**src/rtl/asq_pkg.sv**
```systemverilog
package asq_pkg;
  localparam int TF_W = 5;
  localparam int TS_W = TF_W + 1;

  typedef struct packed {
    logic            gran;
    logic [1:0]      div;
    logic [TF_W-1:0] cs_on;
    logic [TF_W-1:0] cs_rd_off;
    logic [TF_W-1:0] cs_wr_off;
    logic [TF_W-1:0] adv_on;
    logic [TF_W-1:0] adv_rd_off;
    logic [TF_W-1:0] adv_wr_off;
    logic [TF_W-1:0] oe_on;
    logic [TF_W-1:0] oe_off;
    logic [TF_W-1:0] we_on;
    logic [TF_W-1:0] we_off;
    logic [TF_W-1:0] rd_acc;
    logic [TF_W-1:0] rd_cyc;
    logic [TF_W-1:0] wr_cyc;
    logic [TF_W-1:0] c2c;
  } timing_cfg_t;

  localparam int TIMING_W = $bits(timing_cfg_t);

  // resolved, scaled timing for one access
  typedef struct packed {
    logic [TS_W-1:0] cs_on;
    logic [TS_W-1:0] cs_off;
    logic [TS_W-1:0] adv_on;
    logic [TS_W-1:0] adv_off;
    logic [TS_W-1:0] oe_on;
    logic [TS_W-1:0] oe_off;
    logic [TS_W-1:0] we_on;
    logic [TS_W-1:0] we_off;
    logic [TS_W-1:0] cap;
    logic [TS_W-1:0] last;
    logic [TS_W-1:0] c2c;
    logic [1:0]      div;
  } access_t;

  typedef enum logic [1:0] {ST_IDLE, ST_BUSY, ST_GAP} state_e;

  function automatic logic [TS_W-1:0] scale(input logic [TF_W-1:0] v, input logic g);
    return g ? {v, 1'b0} : {1'b0, v};
  endfunction

  function automatic access_t build(input timing_cfg_t c, input logic wr);
    access_t a;
    logic [TS_W-1:0] cyc, acc;
    a.cs_on   = scale(c.cs_on, c.gran);
    a.cs_off  = scale(wr ? c.cs_wr_off : c.cs_rd_off, c.gran);
    a.adv_on  = scale(c.adv_on, c.gran);
    a.adv_off = scale(wr ? c.adv_wr_off : c.adv_rd_off, c.gran);
    a.oe_on   = wr ? '0 : scale(c.oe_on, c.gran);
    a.oe_off  = wr ? '0 : scale(c.oe_off, c.gran);
    a.we_on   = wr ? scale(c.we_on, c.gran) : '0;
    a.we_off  = wr ? scale(c.we_off, c.gran) : '0;
    cyc       = scale(wr ? c.wr_cyc : c.rd_cyc, c.gran);
    a.last    = (cyc == '0) ? '0 : cyc - TS_W'(1);
    acc       = scale(c.rd_acc, c.gran);
    a.cap     = (acc > a.last) ? a.last : acc;
    a.c2c     = scale(c.c2c, c.gran);
    a.div     = c.div;
    return a;
  endfunction
endpackage

```
**src/rtl/asq_region_dec.sv**
```systemverilog
module asq_region_dec #(
  parameter int NUM_CS     = 2,
  parameter int ADDR_W     = 30,
  parameter int REGION_LSB = 24,
  parameter int IDX_W      = 1
) (
  input  logic [ADDR_W-1:0]                         addr_i,
  input  logic [NUM_CS-1:0][ADDR_W-REGION_LSB-1:0]  base_i,
  input  logic [NUM_CS-1:0][ADDR_W-REGION_LSB-1:0]  mask_i,
  input  logic [NUM_CS-1:0]                         en_i,
  output logic                                      hit_o,
  output logic [IDX_W-1:0]                          idx_o
);
  logic [NUM_CS-1:0] match;

  for (genvar g = 0; g < NUM_CS; g++) begin : g_match
    assign match[g] = en_i[g] &&
      ((addr_i[ADDR_W-1:REGION_LSB] & mask_i[g]) == (base_i[g] & mask_i[g]));
  end

  // lowest index wins
  always_comb begin
    hit_o = 1'b0;
    idx_o = '0;
    for (int i = NUM_CS - 1; i >= 0; i--) begin
      if (match[i]) begin
        hit_o = 1'b1;
        idx_o = IDX_W'(i);
      end
    end
  end
endmodule

```
**src/rtl/asq_strobe_win.sv**
```systemverilog
module asq_strobe_win #(
  parameter int W = 6
) (
  input  logic         clk_i,
  input  logic         rst_ni,
  input  logic [W-1:0] tick_i,
  input  logic [W-1:0] on_i,
  input  logic [W-1:0] off_i,
  input  logic         run_i,
  output logic         active_o
);
  assign active_o = run_i && (tick_i >= on_i) && (tick_i < off_i);

  a_r1_window_order: assert property (@(posedge clk_i) disable iff (!rst_ni)
    active_o |-> (off_i > on_i));
endmodule

```
**src/rtl/asq_clk_div.sv**
```systemverilog
module asq_clk_div (
  input  logic       clk_i,
  input  logic       rst_ni,
  input  logic       start_i,
  input  logic       run_i,
  input  logic [1:0] div_i,
  output logic       clk_o
);
  logic [1:0] phase_q;
  logic [1:0] half;

  assign half = 2'((3'(div_i) + 3'd2) >> 1);

  always_ff @(posedge clk_i or negedge rst_ni) begin
    if (!rst_ni)      phase_q <= '0;
    else if (start_i) phase_q <= '0;
    else if (run_i)   phase_q <= (phase_q == div_i) ? '0 : phase_q + 2'd1;
  end

  // divide-by-1 passes the functional clock through while running
  assign clk_o = run_i && ((div_i == 2'd0) ? clk_i : (phase_q < half));

  a_r9_phase_range: assert property (@(posedge clk_i) disable iff (!rst_ni)
    run_i |-> (phase_q <= div_i));
endmodule

```
**src/rtl/async_strobe_seq.sv**
```systemverilog
module async_strobe_seq #(
  parameter int NUM_CS     = 2,
  parameter int ADDR_W     = 30,
  parameter int REGION_LSB = 24,
  parameter int DATA_W     = 16
) (
  input  logic                                       clk_i,
  input  logic                                       rst_ni,
  input  logic                                       req_valid_i,
  output logic                                       req_ready_o,
  input  logic                                       req_write_i,
  input  logic [ADDR_W-1:0]                          req_addr_i,
  input  logic [DATA_W-1:0]                          req_wdata_i,
  output logic                                       rsp_valid_o,
  output logic [DATA_W-1:0]                          rsp_rdata_o,
  input  logic [NUM_CS-1:0][asq_pkg::TIMING_W-1:0]   cfg_timing_i,
  input  logic [NUM_CS-1:0][ADDR_W-REGION_LSB-1:0]   cfg_base_i,
  input  logic [NUM_CS-1:0][ADDR_W-REGION_LSB-1:0]   cfg_mask_i,
  input  logic [NUM_CS-1:0]                          cfg_en_i,
  output logic [NUM_CS-1:0]                          mem_cs_no,
  output logic                                       mem_adv_no,
  output logic                                       mem_oe_no,
  output logic                                       mem_we_no,
  output logic [REGION_LSB-2:0]                      mem_addr_o,
  output logic [DATA_W-1:0]                          mem_dq_o,
  output logic                                       mem_dq_oe_o,
  input  logic [DATA_W-1:0]                          mem_dq_i,
  output logic                                       mem_clk_o
);
  import asq_pkg::*;

  localparam int IDX_W      = (NUM_CS > 1) ? $clog2(NUM_CS) : 1;
  localparam int NUM_STROBE = 4;
  localparam int S_CS = 0, S_ADV = 1, S_OE = 2, S_WE = 3;

  state_e                 state_q;
  logic [TS_W-1:0]        tick_q, gap_q;
  access_t                acc_q, next_acc;
  logic [IDX_W-1:0]       cs_q, idx;
  logic                   wr_q, hit, busy, accept, last_tick;
  logic [REGION_LSB-2:0]  addr_q;
  logic [DATA_W-1:0]      wdata_q, rdata_q;
  logic                   rsp_q;
  timing_cfg_t            sel_cfg;

  asq_region_dec #(
    .NUM_CS(NUM_CS), .ADDR_W(ADDR_W), .REGION_LSB(REGION_LSB), .IDX_W(IDX_W)
  ) u_dec (
    .addr_i(req_addr_i), .base_i(cfg_base_i), .mask_i(cfg_mask_i),
    .en_i(cfg_en_i), .hit_o(hit), .idx_o(idx)
  );

  assign busy        = (state_q == ST_BUSY);
  assign last_tick   = busy && (tick_q == acc_q.last);
  assign req_ready_o = (state_q == ST_IDLE) ||
                       ((state_q == ST_GAP) && (!hit || (idx != cs_q)));
  assign accept      = req_valid_i && req_ready_o;
  assign sel_cfg     = timing_cfg_t'(cfg_timing_i[idx]);
  assign next_acc    = build(sel_cfg, req_write_i);

  always_ff @(posedge clk_i or negedge rst_ni) begin
    if (!rst_ni) begin
      state_q <= ST_IDLE;
      tick_q  <= '0;
      gap_q   <= '0;
      acc_q   <= '0;
      cs_q    <= '0;
      wr_q    <= 1'b0;
      addr_q  <= '0;
      wdata_q <= '0;
      rdata_q <= '0;
      rsp_q   <= 1'b0;
    end else begin
      rsp_q <= 1'b0;
      unique case (state_q)
        ST_BUSY: begin
          if (tick_q == acc_q.cap) rdata_q <= mem_dq_i;
          if (last_tick) begin
            rsp_q <= !wr_q;
            if (acc_q.c2c != '0) begin
              state_q <= ST_GAP;
              gap_q   <= acc_q.c2c;
            end else begin
              state_q <= ST_IDLE;
            end
          end else begin
            tick_q <= tick_q + TS_W'(1);
          end
        end
        ST_GAP: begin
          if (gap_q == TS_W'(1)) state_q <= ST_IDLE;
          gap_q <= gap_q - TS_W'(1);
        end
        default: ;
      endcase
      if (accept) begin
        if (hit) begin
          state_q <= ST_BUSY;
          tick_q  <= '0;
          acc_q   <= next_acc;
          cs_q    <= idx;
          wr_q    <= req_write_i;
          addr_q  <= req_addr_i[REGION_LSB-1:1];
          wdata_q <= req_wdata_i;
        end else if (!req_write_i) begin
          rsp_q   <= 1'b1;
          rdata_q <= '0;
        end
      end
    end
  end

  logic [NUM_STROBE-1:0][TS_W-1:0] win_on, win_off;
  logic [NUM_STROBE-1:0]           win_act;

  always_comb begin
    win_on[S_CS]   = acc_q.cs_on;   win_off[S_CS]  = acc_q.cs_off;
    win_on[S_ADV]  = acc_q.adv_on;  win_off[S_ADV] = acc_q.adv_off;
    win_on[S_OE]   = acc_q.oe_on;   win_off[S_OE]  = acc_q.oe_off;
    win_on[S_WE]   = acc_q.we_on;   win_off[S_WE]  = acc_q.we_off;
  end

  for (genvar g = 0; g < NUM_STROBE; g++) begin : g_win
    asq_strobe_win #(.W(TS_W)) u_win (
      .clk_i(clk_i), .rst_ni(rst_ni), .tick_i(tick_q), .on_i(win_on[g]),
      .off_i(win_off[g]), .run_i(busy), .active_o(win_act[g])
    );
  end

  for (genvar g = 0; g < NUM_CS; g++) begin : g_cs
    assign mem_cs_no[g] = !(win_act[S_CS] && (cs_q == IDX_W'(g)));
  end

  assign mem_adv_no  = !win_act[S_ADV];
  assign mem_oe_no   = !win_act[S_OE];
  assign mem_we_no   = !win_act[S_WE];
  assign mem_addr_o  = addr_q;
  assign mem_dq_o    = wdata_q;
  assign mem_dq_oe_o = busy && wr_q && (tick_q >= acc_q.we_on);
  assign rsp_valid_o = rsp_q;
  assign rsp_rdata_o = rdata_q;

  asq_clk_div u_clk (
    .clk_i(clk_i), .rst_ni(rst_ni), .start_i(accept && hit), .run_i(busy),
    .div_i(acc_q.div), .clk_o(mem_clk_o)
  );

  a_r4_no_ready_busy: assert property (@(posedge clk_i) disable iff (!rst_ni)
    busy |-> !req_ready_o);
  a_r2_single_cs: assert property (@(posedge clk_i) disable iff (!rst_ni)
    $onehot0(~mem_cs_no));
  a_r1_oe_we_excl: assert property (@(posedge clk_i) disable iff (!rst_ni)
    !(!mem_oe_no && !mem_we_no));
  a_r6_no_contention: assert property (@(posedge clk_i) disable iff (!rst_ni)
    mem_dq_oe_o |-> mem_oe_no);
  a_r10_addr_hold: assert property (@(posedge clk_i) disable iff (!rst_ni)
    (busy && !last_tick) |=> $stable(mem_addr_o));
  a_r11_idle_quiet: assert property (@(posedge clk_i) disable iff (!rst_ni)
    !busy |-> (&mem_cs_no && mem_adv_no && mem_oe_no && mem_we_no && !mem_dq_oe_o));
endmodule

```
**config.mk**
```make
export PLATFORM = sky130hd
export DESIGN_NAME = async_strobe_seq
export DESIGN_NICKNAME = d
export VERILOG_FILES = /design/src/rtl/asq_pkg.sv /design/src/rtl/asq_region_dec.sv /design/src/rtl/asq_strobe_win.sv /design/src/rtl/asq_clk_div.sv /design/src/rtl/async_strobe_seq.sv
export SDC_FILE = /design/constraint.sdc
export NUM_CORES = 1
export LEC_CHECK = 0
export BUFFER_PORTS_ARGS = -buffer_cell sky130_fd_sc_hd__buf_4
export CAP_MARGIN = 10
export CORE_UTILIZATION = 40
export DETAILED_ROUTE_END_ITERATION = 16
export PLACE_DENSITY = 0.64
export SKIP_LAST_GASP = 1
export SLEW_MARGIN = 20
export SYNTH_ARGS = -nofsm -noshare
export SYNTH_HDL_FRONTEND = slang
export SYNTH_SLANG_ARGS = --single-unit
```
**constraint.sdc**
```tcl
create_clock -name clk_i -period 4 [get_ports clk_i]
set_input_delay 0.2 -clock clk_i [delete_from_list [all_inputs] [get_ports clk_i]]
set_output_delay 0.2 -clock clk_i [all_outputs]
set_load 0.03 [all_outputs]
```
==> results.yml <==
clocking:
  cts_resized: 0
  worstSkewPairLatency_ns: 0.53
  clk_pin_slew_ns: 0.06
  post_cts.repair.setup_buffers: 0
  ctsHoldBuffers: 60
  cts_tree: "done"
worst_hold_path:
  min_to: "acc_q[62]$_DFFE_PN0P_"
  holdCritPathClass: "in2reg"
  hold_depth: 3
  min-delay-start: "cfg_timing_i[138]"
power:
  powerDensity_nw_per_um2: 606.3
  leakagePower_uw: 0.006404
  peakVddDrop_v: 0.0003095
  p_total_uw: 7750
critical_path:
  startpoint_type: "input port"
  ff2ff_setup_slack_ns: 1.30
  reg2reg_to: "acc_q[17]$_DFFE_PN0P_"
  rr_worst_depth: 9
  critPathMaxFanout: 6
  critPathCaptureType: "flop"
  worstSetupPathType: "in2reg"
  crit_arrival_ns: 4.06
  worstPathRequired_ns: 4.40
  worstReg2RegStart: "state_q[0]$_DFF_PN0_"
synth:
  yosysWarnings: 0
  yosysSeqAreaShare_pct: 40.14
  synth.avg_cell_area_um2: 9.089
  synth_seq_cells: 142
  syn_nets: 1269
  synth_compound_area_share_pct: 12.37
  async_reset_ff_share_pct: 100.0
  syn_inst: 974
  synthMuxAreaShare_pct: 13.50
  synth_xor_xnor_area_share_pct: 3.067
  synth_simple_gate_area_share_pct: 18.08
  synthAdderAreaFrac_pct: 8.057
  synth_top_family_by_area: "simple AND/OR/NAND/NOR gates"
  yosysUniqueCellTypes: 59
  synth-edff-count: 0
  synthesis.area_um2: 8852
  ys.flop_type: "dfrtp_1"
place:
  gp_congestion: 0.8215
  numPlacedInstances: 1530
  hpwl_um: 17970
  io_buffers: 300
layout:
  fin_nets: 1627
  diodes: 0
  final_util_pct: 58.75
  drive_gt1_share_pct: 30.86
  instances_no_fill: 1625
  area_growth_pct: 44.38
timing:
  slew_headroom_pct: 40.16
  whs_ns: 0.01601
  hold_viol: 0
  finClkSkew_ns: 0.009383
  finalSetupViolations: 0
  worst_pin_slew_ns: 0.8975
  timing.setup.tns_ns: 0
  min_period_over_period_pct: 91.41
  max_freq_mhz: 273.5
  fin_crit_ns: 3.656
  slew_violations: 0
  rsz0062_at_grt: "no"
routing:
  ant_nets: 0
  wl_um: 25170
  viasPerCell: 5.072
  drc: 0
  drtIter0Drc: 435
  vias: 8242
  routedWlPerCell_um: 15.49
  dr.pass1.iters: 5
global_routing:
  grt_max_degree: 103
  grt_pass1_vias: 8127
  antenna_found_initial: 0
  grt_use_total_pct: 22.49
  gr-total-overflow: 0
  grt_pass1_wl_um: 39760
floorplanning:
  ios: 302
  coreArea_um2: 21760
  die_width_um: 150.8
  rows: 54
  die_h_um: 150.8
  fp.dieArea_um2: 22730
  start_util_pct: 40.69
run:
  drv_cap: 0
outcome:
  status: "finished, final reports clean"
-- cells in the mapped netlist (all sizes together) (2+ instances only) --
| cell type | count | area, um2 |
|---|---|---|
| nand2 | 216 | 810.8 |
| dfrtp | 142 | 3553 |
| o21ai | 72 | 360.3 |
| mux2i | 65 | 650.6 |
| ha | 57 | 713.2 |
| inv | 51 | 191.4 |
| a21oi | 48 | 244.0 |
| nor2 | 47 | 176.4 |
| clkbuf | 42 | 157.7 |
| xor2 | 23 | 201.4 |
| nand2b | 19 | 121.4 |
| nor2b | 19 | 118.9 |
| mux2 | 18 | 206.4 |
| nand3 | 16 | 80.08 |
| buf | 15 | 75.08 |
| mux4 | 15 | 337.8 |
| nand4 | 12 | 75.07 |
| a211oi | 11 | 87.58 |
| o31ai | 11 | 82.58 |
| xnor2 | 8 | 70.07 |
| a21boi | 5 | 37.54 |
| a21o | 5 | 37.54 |
| nor4 | 5 | 46.29 |
| and2 | 4 | 27.53 |
| o21a | 4 | 30.03 |
| o22ai | 4 | 25.02 |
| nor3 | 3 | 20.02 |
| nor3b | 3 | 22.52 |
| o211ai | 3 | 22.52 |
| a2111o | 2 | 22.52 |
| a222oi | 2 | 20.02 |
| a22oi | 2 | 15.01 |
| a41o | 2 | 20.02 |
| and3 | 2 | 12.51 |
| nand4bb | 2 | 22.52 |
| o21bai | 2 | 15.01 |
| o22a | 2 | 17.52 |
| o41ai | 2 | 17.52 |
| or2 | 2 | 12.51 |
| or3 | 2 | 12.51 |
| or4 | 2 | 15.01 |
-- where the power goes --
group | internal [uW] | switching, uW | leakage, uW | total [uW]
clock | 1000 | 685 | 0.000312 | 1690
sequential | 2080 | 442 | 0.00181 | 2530
combinational | 1550 | 1980 | 0.00428 | 3530
-- cells in the final DEF (no fill, tap or decap), drive strengths merged, types with 19 or more instances in the layout --
| master | count |
|---|---|
| ha | 57 |
| xor2 | 23 |
| nor2 | 47 |
| a21oi | 48 |
| dfrtp | 142 |
| dlygate4sd3 | 60 |
| clkbuf | 21 |
| buf | 333 |
| nand2 | 216 |
| inv | 55 |
| nor2b | 19 |
| mux2i | 65 |
| o21ai | 72 |
| nand2b | 19 |
-- metrics by stage --
| stage | instance area (um2) | setup WS, ns |
|---|---|---|
| 6_report | 12780 | 0.3437 |
| 5_1_grt | 12780 | 0.04105 |
| 4_1_cts | 12780 | 0.2983 |
| 3_5_place_dp | 11540 | -0.2640 |
| 3_3_place_gp | 11540 | -0.1933 |
| 2_1_floorplan | 8852 | 0.01480 |
-- flip-flops by register name (all words and copies together) (netlist names) --
signal,cells
acc_q,68
cs_q,1
gap_q,6
mem_addr_o,23
mem_dq_o,16
rsp_rdata_o,16
rsp_valid_o,1
state_q,2
tick_q,6
u_clk.phase_q,2
wr_q,1
-- critical path, cell delays in order --
cell      delay, ns
buf_4          0.12
buf_4          0.13
xor2_1         0.15
a222oi_1       0.36
nand3_1        0.17
nand2b_4       0.24
mux4_2         0.49
buf_4          0.17
nor3_2         0.26
o21a_1         0.18
a211oi_2       0.05
ha_1           0.31
o21a_1         0.12
o21a_1         0.11
o21a_1         0.10
o21ai_0        0.06
a32oi_1        0.40
inv_1          0.18
a21oi_1        0.17
o21ai_0        0.08
-- per-layer routing --
layer	routed length (um)	global-route usage [%]
met4	383	6.900
met3	1412	4.364
met1	11070	29.40
met2	12310	37.43
met5	0	0
-- cells by family after synthesis --
| logic type | after synthesis |
|---|---|
| and+or+nand+nor | 357 |
| muxes | 98 |
| xor gates and xnor gates | 31 |
| DFF | 142 |
| AOI/OAI and AO/OA | 181 |
| adders and majority gates | 57 |
| buffers and inverters | 108 |
-- cell type report --
class	count	area [um2]
Sequential cell	142	3553
Inverter	51	191.4
Clock inverter	14	135.1
Clock buffer	22	511.7
Timing Repair Buffer	392	3109
Multi-Input combinational cell	724	4930
Fill cell	1953	8975
Tap cell	280	350.3
-- worst max-delay path by stage --
stage                         from               endpoint
2_1_floorplan       req_addr_i[28]  acc_q[19]$_DFFE_PN0P_
3_3_place_gp        req_addr_i[28]  acc_q[19]$_DFFE_PN0P_
3_5_place_dp        req_addr_i[28]  acc_q[19]$_DFFE_PN0P_
4_1_cts             req_addr_i[28]  acc_q[18]$_DFFE_PN0P_
5_1_grt        tick_q[0]$_DFF_PN0_           mem_cs_no[0]
6_report            req_addr_i[28]  acc_q[19]$_DFFE_PN0P_
Power figures use the tool's default switching activity.
